## src/rtl/bmt_pkg.sv

```systemverilog
package bmt_pkg;
  localparam int unsigned BMT_PER_W_DEF  = 9;
  localparam int unsigned BMT_MASK_W_DEF = 6;
  localparam int unsigned BMT_UP_DIV_DEF = 64;
  localparam int unsigned BMT_SYNC_DEF   = 2;

  // Quarter-period load: keep the upper bits of the period count.
  function automatic int unsigned bmt_quarter_load(input int unsigned period,
                                                   input int unsigned shift);
    return period >> shift;
  endfunction

  // Saturating increment up to lim.
  function automatic int unsigned bmt_sat_inc(input int unsigned v,
                                              input int unsigned lim);
    return (v >= lim) ? lim : v + 1;
  endfunction
endpackage

```

## src/rtl/bmt_prescaler.sv

```systemverilog
module bmt_prescaler #(
  parameter int unsigned UP_DIV = bmt_pkg::BMT_UP_DIV_DEF
) (
  input  logic clk,
  input  logic rst_n,
  output logic up_tick,
  output logic dn_tick
);
  localparam int unsigned UP_LOG = $clog2(UP_DIV);
  localparam int unsigned DIV_W  = UP_LOG + 1;

  logic [DIV_W-1:0] div_cnt;

  always_ff @(posedge clk) begin
    if (!rst_n) div_cnt <= '0;
    else        div_cnt <= div_cnt + 1'b1;
  end

  // Up tick every UP_DIV cycles, down tick every 2*UP_DIV cycles.
  assign up_tick = &div_cnt[UP_LOG-1:0];
  assign dn_tick = &div_cnt;
endmodule

```

## src/rtl/bmt_cmp_front.sv

```systemverilog
module bmt_cmp_front #(
  parameter int unsigned SYNC_STAGES = bmt_pkg::BMT_SYNC_DEF
) (
  input  logic clk,
  input  logic rst_n,
  input  logic cmp_raw,
  input  logic freeze,
  output logic cmp_edge,
  output logic cmp_held
);
  logic [SYNC_STAGES-1:0] stage;
  logic cmp_sync;
  logic cmp_prev;

  for (genvar i = 0; i < SYNC_STAGES; i++) begin : g_sync
    if (i == 0) begin : g_first
      always_ff @(posedge clk) begin
        if (!rst_n) stage[0] <= 1'b0;
        else        stage[0] <= cmp_raw;
      end
    end else begin : g_next
      always_ff @(posedge clk) begin
        if (!rst_n) stage[i] <= 1'b0;
        else        stage[i] <= stage[i-1];
      end
    end
  end

  assign cmp_sync = stage[SYNC_STAGES-1];

  always_ff @(posedge clk) begin
    if (!rst_n) begin
      cmp_prev <= 1'b0;
      cmp_held <= 1'b0;
    end else begin
      cmp_prev <= cmp_sync;
      if (!freeze) cmp_held <= cmp_sync;
    end
  end

  assign cmp_edge = cmp_sync ^ cmp_prev;
endmodule

```

## src/rtl/bmt_period.sv

```systemverilog
module bmt_period #(
  parameter int unsigned PER_W  = bmt_pkg::BMT_PER_W_DEF,
  parameter int unsigned MASK_W = bmt_pkg::BMT_MASK_W_DEF
) (
  input  logic              clk,
  input  logic              rst_n,
  input  logic              up_tick,
  input  logic              zc,
  output logic [PER_W-1:0]  per_cnt,
  output logic [MASK_W-1:0] hold_load,
  output logic              armed
);
  localparam int unsigned SHIFT   = PER_W - MASK_W;
  localparam int unsigned PER_MAX = (1 << PER_W) - 1;

  always_ff @(posedge clk) begin
    if (!rst_n) begin
      per_cnt   <= '0;
      hold_load <= '0;
      armed     <= 1'b0;
    end else if (zc) begin
      per_cnt <= '0;
      armed   <= 1'b1;
      if (armed)
        hold_load <= MASK_W'(bmt_pkg::bmt_quarter_load(32'(per_cnt), SHIFT));
    end else if (armed && up_tick) begin
      per_cnt <= PER_W'(bmt_pkg::bmt_sat_inc(32'(per_cnt), PER_MAX));
    end
  end
endmodule

```

## src/rtl/bmt_mask.sv

```systemverilog
module bmt_mask #(
  parameter int unsigned MASK_W = bmt_pkg::BMT_MASK_W_DEF
) (
  input  logic              clk,
  input  logic              rst_n,
  input  logic              commutate,
  input  logic              dn_tick,
  input  logic [MASK_W-1:0] load_val,
  output logic [MASK_W-1:0] mask_cnt,
  output logic              mask_active
);
  always_ff @(posedge clk) begin
    if (!rst_n)                        mask_cnt <= '0;
    else if (commutate)                mask_cnt <= load_val;
    else if (dn_tick && mask_cnt != 0) mask_cnt <= mask_cnt - 1'b1;
  end

  assign mask_active = (mask_cnt != '0);
endmodule

```

## src/rtl/bemf_mask_timer.sv

```systemverilog
module bemf_mask_timer #(
  parameter int unsigned PER_W       = bmt_pkg::BMT_PER_W_DEF,
  parameter int unsigned MASK_W      = bmt_pkg::BMT_MASK_W_DEF,
  parameter int unsigned UP_DIV      = bmt_pkg::BMT_UP_DIV_DEF,
  parameter int unsigned SYNC_STAGES = bmt_pkg::BMT_SYNC_DEF
) (
  input  logic clk,
  input  logic rst_n,
  input  logic commutate,
  input  logic cmp_raw,
  output logic mask_active,
  output logic zc_strobe,
  output logic cmp_masked
);
  logic              up_tick;
  logic              dn_tick;
  logic              cmp_edge;
  logic [PER_W-1:0]  per_cnt;
  logic [MASK_W-1:0] hold_load;
  logic              armed;
  logic [MASK_W-1:0] mask_cnt;

  bmt_prescaler #(.UP_DIV(UP_DIV)) u_presc (
    .clk     (clk),
    .rst_n   (rst_n),
    .up_tick (up_tick),
    .dn_tick (dn_tick)
  );

  bmt_cmp_front #(.SYNC_STAGES(SYNC_STAGES)) u_front (
    .clk      (clk),
    .rst_n    (rst_n),
    .cmp_raw  (cmp_raw),
    .freeze   (mask_active),
    .cmp_edge (cmp_edge),
    .cmp_held (cmp_masked)
  );

  // A zero crossing is an edge seen outside the mask.
  assign zc_strobe = cmp_edge & ~mask_active;

  bmt_period #(.PER_W(PER_W), .MASK_W(MASK_W)) u_period (
    .clk       (clk),
    .rst_n     (rst_n),
    .up_tick   (up_tick),
    .zc        (zc_strobe),
    .per_cnt   (per_cnt),
    .hold_load (hold_load),
    .armed     (armed)
  );

  bmt_mask #(.MASK_W(MASK_W)) u_mask (
    .clk         (clk),
    .rst_n       (rst_n),
    .commutate   (commutate),
    .dn_tick     (dn_tick),
    .load_val    (hold_load),
    .mask_cnt    (mask_cnt),
    .mask_active (mask_active)
  );
endmodule

```

## config.mk

```make
export PLATFORM = sky130hd
export DESIGN_NAME = bemf_mask_timer
export DESIGN_NICKNAME = d
export VERILOG_FILES = /design/src/rtl/bmt_pkg.sv /design/src/rtl/bmt_prescaler.sv /design/src/rtl/bmt_cmp_front.sv /design/src/rtl/bmt_period.sv /design/src/rtl/bmt_mask.sv /design/src/rtl/bemf_mask_timer.sv
export SDC_FILE = /design/constraint.sdc
export NUM_CORES = 1
export LEC_CHECK = 0
export BUFFER_PORTS_ARGS = -buffer_cell sky130_fd_sc_hd__buf_2
export CAP_MARGIN = 15
export CORE_MARGIN = 2
export CORE_UTILIZATION = 44
export CTS_CLUSTER_SIZE = 40
export DETAILED_ROUTE_END_ITERATION = 6
export HOLD_SLACK_MARGIN = 0.03
export PLACE_DENSITY_LB_ADDON = 0.3
export SYNTH_ARGS = -nofsm -noshare
export SYNTH_HDL_FRONTEND = slang
export SYNTH_SLANG_ARGS = --single-unit
```

## constraint.sdc

```tcl
create_clock -name clk -period 1.9 [get_ports clk]
set_clock_uncertainty 0.15 [all_clocks]
set_input_delay 0.095 -clock clk [delete_from_list [all_inputs] [get_ports clk]]
set_output_delay 0.095 -clock clk [all_outputs]
set_load 0.02 [all_outputs]
```

---- Word level (Yosys, flattened, before mapping) ----
Index checks and enable logic that the tools add are counted.
word-level totals
  register bits ........................... 33
operators by class
  $lt $le $gt $ge ......................... 1
  add/subtract/negate cells ............... 3
  reduce and logical (&&, ||, !) cells .... 8
  bitwise logic cells ..................... 4
  muxes and demuxes ....................... 3
operators by type and width
  operator                                                            number
  6-bit two-way mux                                                   2
  9-bit by 1-bit adder with 9-bit output, second input constant       1
  9-bit >= comparator, second input constant                          1
  9-bit two-way mux                                                   1
  7-bit by 1-bit adder with 7-bit output, second input constant       1
  7-bit AND reduction                                                 1
  6-bit AND reduction                                                 1
  6-bit nonzero test                                                  1
  6-bit by 1-bit subtractor with 6-bit output, second input constant  1
  1-bit logical AND                                                   2
  1-bit inverter                                                      2
  2-bit AND reduction                                                 1
  2-bit nonzero test                                                  1
  2-bit OR reduction                                                  1
  1-bit bitwise AND                                                   1
  1-bit XOR                                                           1

---- Depth between registers and ports, before layout ----
Gate-level depths: netlist of run 1.
  word-level depth ........................ 4
  mapped depth ............................ 8

---- By module ----
From an unflattened synthesis of run 1, not the netlist that was laid out.
unflattened totals
  cells, all modules ...................... 166
  area, all modules ....................... 1,565.3 um^2
modules (own cells, without submodules)
  module           area an instance (um^2)  cells each  instances  seq. area each (um^2)
  bmt_period       764.5                    82          1          320.3
  bmt_mask         369.1                    44          1          120.1
  bmt_prescaler    294.0                    29          1          140.1
  bmt_cmp_front    123.9                    10          1          80.1
  bemf_mask_timer  13.8                     1           1          0.0

---- Least setup slack after synthesis of run 1 ----
Ideal clock, no wire load.
  path kind ............................... reg2reg
  start point ............................. register u_mask.mask_cnt[0]
  end point ............................... register u_mask.mask_cnt[3]
  stages on the path, launching flop included .. 7
  arrival ................................. 1,635 ps
  library setup time ...................... 122 ps
  period minus slack after synthesis ...... 1,907 ps
  setup slack ............................. -7 ps
  cell sequence ........................... dfxtp_1 -> inv_1 -> ha_1 -> nor2b_1 -> a211o_1 -> o31a_1 -> o311a_1
between the ends
  longest elaborated chain between the ends .. 3
RTL lines
  element                                                                                   RTL line        RTL
  start: declaration                                                                        bmt_mask.sv:9   output logic [MASK_W-1:0] mask_cnt,
  start signal: assignment                                                                  bmt_mask.sv:14  else if (commutate) mask_cnt <= load_val;
  start signal: assignment                                                                  bmt_mask.sv:15  else if (dn_tick && mask_cnt != 0) mask_cnt <= mask_cnt - 1'b1;
  6-bit by 1-bit subtractor with 6-bit output / 6-bit nonzero test (equally long branches)  bmt_mask.sv:15
  6-bit two-way mux / 1-bit logical AND (equally long branches)                             bmt_mask.sv:15
  6-bit two-way mux / 2-bit nonzero test (equally long branches)                            -
Several ways; a longest one is shown, not always the timed one. The select of a mux whose other input is x is not followed.
A chain may end at the register's enable or synchronous reset.

---- Worst setup path in the final report of run 1 ----
  start point ............................. register u_mask.mask_cnt[1]
  end point ............................... register u_mask.mask_cnt[5]
The elaborated chain is that of the path after synthesis.

==> metrics, run 1 <==
register area share after synthesis 0.4360; Pwr Density between 600 and 700 mW/mm²; critical path data required time just over 2 ns; CTS root buf clkbuf_4; Post-synth EDFFs 0; P_leak 0.0006906 µW; Chip Width between 60 and 70 µm; max frequency about 530 MHz; vias in the first global route 1,234; clock latency at the later pin of the worst-skew pair roughly 0.34 ns; Final GP Congestion ~0.85; antenna violation net count after detailed routing 0; outcome complete, no violations; fin. max-slew vios 0; gr ovfl total 0; CTS tree done; Mapped Avg Cell Area between 9 and 10 µm²; Critical R2R Capture u_mask.mask_cnt[5]; area grow syn2layout 19.57%; WL final 3140 µm; Final setup viols 0; Core Area 0.003311 mm²; crit-path max FO 4; largest cells by area after synthesis dfxtp_1, nand3_1, xnor2_1, a21boi_0, nand2_1; worst hold endpoint u_front.cmp_sync; Slew headroom 0.7247; Syn. warnings 0; Tightest Pin Transition 0.4105 ns; gate count of the mapped netlist 168; std cell rows 21; Final Core Density 0.5472; Peak VDD IR 0.3058 mV; post-placement cell count 224; Setup TNS 0 ns; final worst path period share 0.9947; unrepaired setup endpoints after global routing true; dpl hpwl between 2000 and 2500 µm; area of the multi-input gates roughly 860 µm²; post-synth net total roughly 180; Avg WL per Cell 13.19 µm; pre-CTS WS -0.01057 ns; Yosys reg bits 33; Filler Cell Count 313; initial antenna violation count 0; layout cells sized above 1 0.2188; Hold Path Stages 1; Iteration-0 DRC Markers 55; die area 0.003929 mm²; post-synth top area share 0.4360; Overall Power ~1200 µW; Synth cell types 36; CP Data Arrival Time between 2 and 2.5 ns; Async S/R FF share, synth 0; Worst Reg-to-Reg Cells 7; CTS buffer count 5; I/O Pins 7; Tot GR Track Use 0.1764; Clock transition at path regs roughly 0.1 ns; reg2reg setup slack between 0.01 and 0.015 ns; initial cell density of the core 0.4577; total of max-cap violations 0; Critical Path Sink Type register; crit path launch type register; final net count 200; Pre-antenna DRT Iters 4; FF-to-FF Start u_mask.mask_cnt[1]; hold path start u_front.stage[0]; crit path kind reg2reg; first-pass GRT wire length ~5400 µm; flip-flop and latch area around 670 µm²; area leader, netlist dfxtp_1; Hold Vio Cnt, Final 0; vias per cell 5.357; H-Tree Depth 2; min-delay worst type reg2reg; Post-Synthesis Cell Area roughly 0.0015 mm²; Vias 1,275; Clock Sinks 33; Max Buffers Root-to-Sink 2; largest net degree at the start of global routing 29; fin cells 238; Main synth FF type dfxtp_1; final setup margin 0.01004 ns; input/output buffers 6; die span in y 62.68 µm; Period minus WS final 1.890 ns; diode count 0; Post-route DRC 0
synth_stat cells, types with 2 or more instances:
| master | n |
|---|---|
| o31a_1 | 2 |
| nor4_1 | 5 |
| nand3_1 | 17 |
| nor2b_1 | 2 |
| dfxtp_1 | 33 |
| and4_1 | 2 |
| o221a_2 | 2 |
| xnor2_1 | 9 |
| or3_1 | 2 |
| o21ai_0 | 4 |
| o311a_1 | 3 |
| nand4_1 | 4 |
| clkbuf_1 | 4 |
| a21boi_0 | 9 |
| ha_1 | 5 |
| nand2b_1 | 4 |
| nand2_1 | 18 |
| a21oi_1 | 7 |
| inv_1 | 4 |
| xor2_1 | 3 |
| nor2_1 | 4 |
| nor3_1 | 2 |
| and2_1 | 9 |
| a31oi_1 | 2 |
layout by cell type (no fill, tap or decap), drive strengths merged, types with 2 or more instances in the layout:
| cell type | count |
|---|---|
| buf | 19 |
| a31oi | 2 |
| nand2 | 18 |
| nand4 | 5 |
| nor4 | 5 |
| inv | 4 |
| dlygate4sd3 | 3 |
| xnor2 | 9 |
| or3 | 2 |
| nand2b | 4 |
| o31a | 2 |
| o311a | 3 |
| xor2 | 3 |
| nor2 | 4 |
| and4 | 3 |
| clkbuf | 8 |
| ha | 5 |
| and2 | 9 |
| nand3 | 17 |
| o21ai | 4 |
| nor3 | 3 |
| a21oi | 7 |
| dfxtp | 33 |
| a21boi | 9 |
| nor2b | 2 |
| o221a | 2 |
layout make-up:
type / count / area share
Multi-Input combinational cell: 124 / 0.4758
Sequential cell: 33 / 0.3674
Timing Repair Buffer: 22 / 0.08702
Tap cell: 46 / 0.03177
Clock buffer: 8 / 0.02693
Inverter: 5 / 0.01105
repair_timing:
action | 4_1_cts | 5_1_grt
setup endpoints to repair | 3 | 13
hold buffers | 3 | 0
gates cloned | 0 | 0
resized for setup | 4 | 12
endpoints found under the hold margin | 8 | 0
pin swaps | 0 | 5
setup buffers | 1 | 2
critical path, stage by stage, from the launching register on:
cell     delay (ns)
dfxtp_2        0.35
inv_2          0.05
ha_4           0.15
nor2b_4        0.13
a211o_1        0.34
buf_4          0.17
nor4_2         0.29
o311a_1        0.22
power breakdown:
group / switching [µW] / internal, µW
clock: 233 / 147
sequential: 15.9 / 707
combinational: 60.0 / 52.5
total: 309 / 907
cells by family after synthesis:
| logic type | Yosys count | synth area share |
|---|---|---|
| buffers and inverters | 11 | 0.02806 |
| AOI/OAI and AO/OA | 34 | 0.1627 |
| DFF | 33 | 0.4360 |
| and+or+nand+nor | 73 | 0.2626 |
| adders and majority gates | 5 | 0.04129 |
| xor gates and xnor gates | 12 | 0.06937 |
how the worst max path moves through the flow:
stage,startpoint,to,slack (ns)
floorplan,u_mask.mask_cnt[0],u_mask.mask_cnt[3],0.03
global placement,u_presc.div_cnt[0],u_mask.mask_cnt[3],0.05
detailed placement,u_presc.div_cnt[0],u_mask.mask_cnt[3],-0.01
CTS,u_mask.mask_cnt[0],u_mask.mask_cnt[3],0.002
global route,u_mask.mask_cnt[0],u_mask.mask_cnt[5],-0.04
finish,u_mask.mask_cnt[1],u_mask.mask_cnt[5],0.01
stage by stage:
stage	hold WS, ns	instance area, µm²
floorplan	0.07229	1515
global placement	0.1587	1654
detailed placement	0.1630	1654
CTS	0.2984	1752
global route	0.3159	1812
finish	0.2934	1812
registers in the layout, summed over array words and instances (netlist names):
register            count
u_front.cmp_held        1
u_period.per_cnt        9
u_mask.mask_cnt         6
u_period.armed          1
u_front.stage           1
u_presc.div_cnt         7
u_front.cmp_prev        1
u_period.hold_load      6
u_front.cmp_sync        1
per-layer routing:
| metal | vias to the layer above | share of wire | GRT usage |
|---|---|---|---|
| li1 | 650 | - | - |
| met1 | 591 | 0.44 | 0.1993 |
| met2 | 22 | 0.49 | 0.3024 |
| met3 | 12 | 0.039 | 0.06486 |
| met4 | 0 | 0.032 | 0.06667 |
| met5 | - | 0 | 0 |
Power figures use the tool's default switching activity.
==> run 2, diff against run 1 <==
- SETUP_SLACK_MARGIN: default -> 0.5
==> run 2 against run 1 <==
Core utilization grew 13 points. Clock-buffer cell count shrank 1. Critical path type unchanged. Register-to-register slack gained 0.07 ns. Via count grew 8.5%. Worst hold slack lost 0.24 ns. Worst setup slack gained 0.069 ns. Non-clock buffer count grew 19. Sequential share of layout area shrank 6.1 points.
==> metrics, run 2 (synthesized netlist as in run 1, its figures left out) <==
total of max-cap violations 0 (unchanged); met1 Use GR 0.2182 (+0.01886); flip-flop and latch area 683.2 µm² (+2.6%); Peak VDD IR 0.3340 mV (+9.2%); Setup TNS 0 ns (unchanged); Hold Vio Cnt, Final 0 (unchanged); Largest register FFs 9 (unchanged); layout cells sized above 1 0.4810 (+0.2622); Period minus WS final 1.821 ns (-0.06915 ns); Core Area 0.003311 mm² (unchanged); reg2reg setup slack 0.08 ns (+0.07 ns); Hold Path Stages 2 (+1); Worst Reg-to-Reg Cells 6 (-1); vias per cell 5.406 (+0.92%); commonest non-fill, non-tap cells in the layout buf_4, dfxtp_1, nand3_1, nand2_1, dfxtp_2; area grow syn2layout 46.99%; P_leak 0.0008889 µW (+29%); input/output buffers 6 (unchanged); die area 0.003929 mm² (unchanged); Chip Width 62.68 µm (unchanged); fin. max-slew vios 0 (unchanged); Filler Cell Count 284 (-9.3%); final net count 219 (+9.5%); Largest Register u_period.per_cnt; Tightest Pin Transition 0.4278 ns (+0.01735 ns); Most Used Layer, Global Route met2; Max Buffers Root-to-Sink 2 (unchanged); Slew headroom 0.7148 (-0.009915); Crit path largest cell delay 0.36 ns (about the same); Pwr Density 568.2 mW/mm² (-15%); Avg WL per Cell 14.80 µm (+12%); outcome complete, no violations; antenna violation net count after detailed routing 0 (unchanged); crit path launch u_mask.mask_cnt[0]; max frequency 549.2 MHz (+3.8%); vias in the first global route 1,368 (+11%); Critical R2R Capture u_mask.mask_cnt[5]; CP Cell Sequence inv_2 > ha_4 > nor2b_4 > a211o_4 > o31a_1 > o311a_1; first-pass GRT wire length 6196 µm (+15%); CTS buffer count 5 (unchanged); Tot GR Track Use 0.2026 (+0.02625); Critical Path Sink Type register; crit path launch type register; Finished Cell Area 0.002227 mm² (+23%); CTS tree done; slowest CP cell a211o_4; largest net degree at the start of global routing 29 (unchanged); initial antenna violation count 0 (unchanged); Final Core Density 0.6727 (+0.1255); commonest non-fill, non-tap cell in the layout buf_4; crit-path max FO 6 (+2); met2 Use GR 0.3495 (+0.04704); Clock transition at path regs 0.10 ns (about the same); dpl hpwl 2103 µm (-0.62%); gr ovfl total 0 (unchanged); I/O Pins 7 (unchanged); Final setup viols 0 (unchanged); std cell rows 21 (unchanged); met3 Use GR 0.06667 (+0.001802); Setup crit end u_mask.mask_cnt[5]; initial cell density of the core 0.4577 (unchanged); Post-route DRC 0 (unchanged); die span in y 62.68 µm (unchanged); Top Registers u_period.per_cnt: 9 flops, u_presc.div_cnt: 7 flops; Final GP Congestion 0.8489 (+0.44%); H-Tree Depth 2 (unchanged); area of the multi-input gates 0.001077 mm² (+25%); Clock Sinks 33 (unchanged); Pre-antenna DRT Iters 4 (unchanged); unrepaired setup endpoints after global routing true; final worst path period share 0.9583 (-0.03639); CTS root buf clkbuf_4; diode count 0 (unchanged); clock latency at the later pin of the worst-skew pair 0.34 ns (about the same); critical path data required time 1.97 ns (-0.07 ns); CP Data Arrival Time 1.89 ns (-0.14 ns); Vias 1,384 (+8.5%); Post-DP Area 0.001704 mm² (+3.0%); min-delay worst type in2reg; crit path kind reg2reg; Iteration-0 DRC Markers 64 (+16%); WL final 3790 µm (+21%); FF-to-FF Start u_mask.mask_cnt[0]
-- run 2: changes by cell type in the layout (fill, tap and decap cells not counted), moves of 6 or more --
cell,change
dfxtp_2,+8
buf_4,+12
dfxtp_1,-10
buf_6,+9
nand2_1,-6
-- run 2: area by class of cell --
type	count	area share
repair buffers	41	0.1500
flip-flops and latches	33	0.3067
well taps	46	0.02584
multi-input cells	124	0.4837
clock buffers	7	0.02472
inverters	5	0.008989
-- run 2: per-layer routing --
| layer | wire [µm] | part of all wire | vias to the layer above |
|---|---|---|---|
| met5 | 0 | 0 | - |
| met4 | 115 | 0.030 | 0 |
| met3 | 138 | 0.036 | 11 |
| met2 | 1991 | 0.53 | 28 |
| met1 | 1545 | 0.41 | 656 |
| li1 | - | - | 689 |
-- run 2: repair_timing --
item | 4_1_cts | 5_1_grt
hold buffers | 2 | 0
gates resized for setup | 38 | 25
hold endpoints to repair | 7 | 0
pin swaps | 11 | 23
buffers inserted | 18 | 9
setup endpoints to repair | 25 | 27
-- run 2: per-stage QoR --
step | hold WS [ns] | power [µW] | worst slack, ns | cells
floorplan | 0.07229 | 804.1 | 0.1549 | 168
global placement | 0.1521 | 826.2 | 0.1107 | 220
detailed placement | 0.1597 | 829.9 | 0.05069 | 220
CTS | 0.03848 | 1253 | 0.07405 | 247
global route | 0.06052 | 1333 | 0.02725 | 256
finish | 0.05696 | 1266 | 0.07919 | 256
-- run 2: worst max-delay path: cells and delay by family (launching register included) --
| kind | cells | cell delay [ns] |
|---|---|---|
| adder cells (fa/ha/maj) | 1 | 0.14 |
| AND/OR/NAND/NOR | 1 | 0.14 |
| buffers and inverters | 1 | 0.05 |
| flip-flops | 1 | 0.35 |
| AO/OA/AOI/OAI | 3 | 0.88 |
-- run 2: worst min-delay path by stage --
| stage | slack, ns | start | endpoint |
|---|---|---|---|
| 2_1_floorplan | 0.07 | cmp_raw | u_front.stage[0] |
| 3_3_place_gp | 0.15 | cmp_raw | u_front.stage[0] |
| 3_5_place_dp | 0.16 | cmp_raw | u_front.stage[0] |
| 4_1_cts | 0.04 | rst_n | u_period.armed |
| 5_1_grt | 0.06 | rst_n | u_period.armed |
| 6_report | 0.06 | rst_n | u_period.armed |
-- run 2: power breakdown --
group / internal [µW] / switching, µW
combinational: 70.4 / 73.6
clock: 175 / 225
sequential: 705 / 16.7
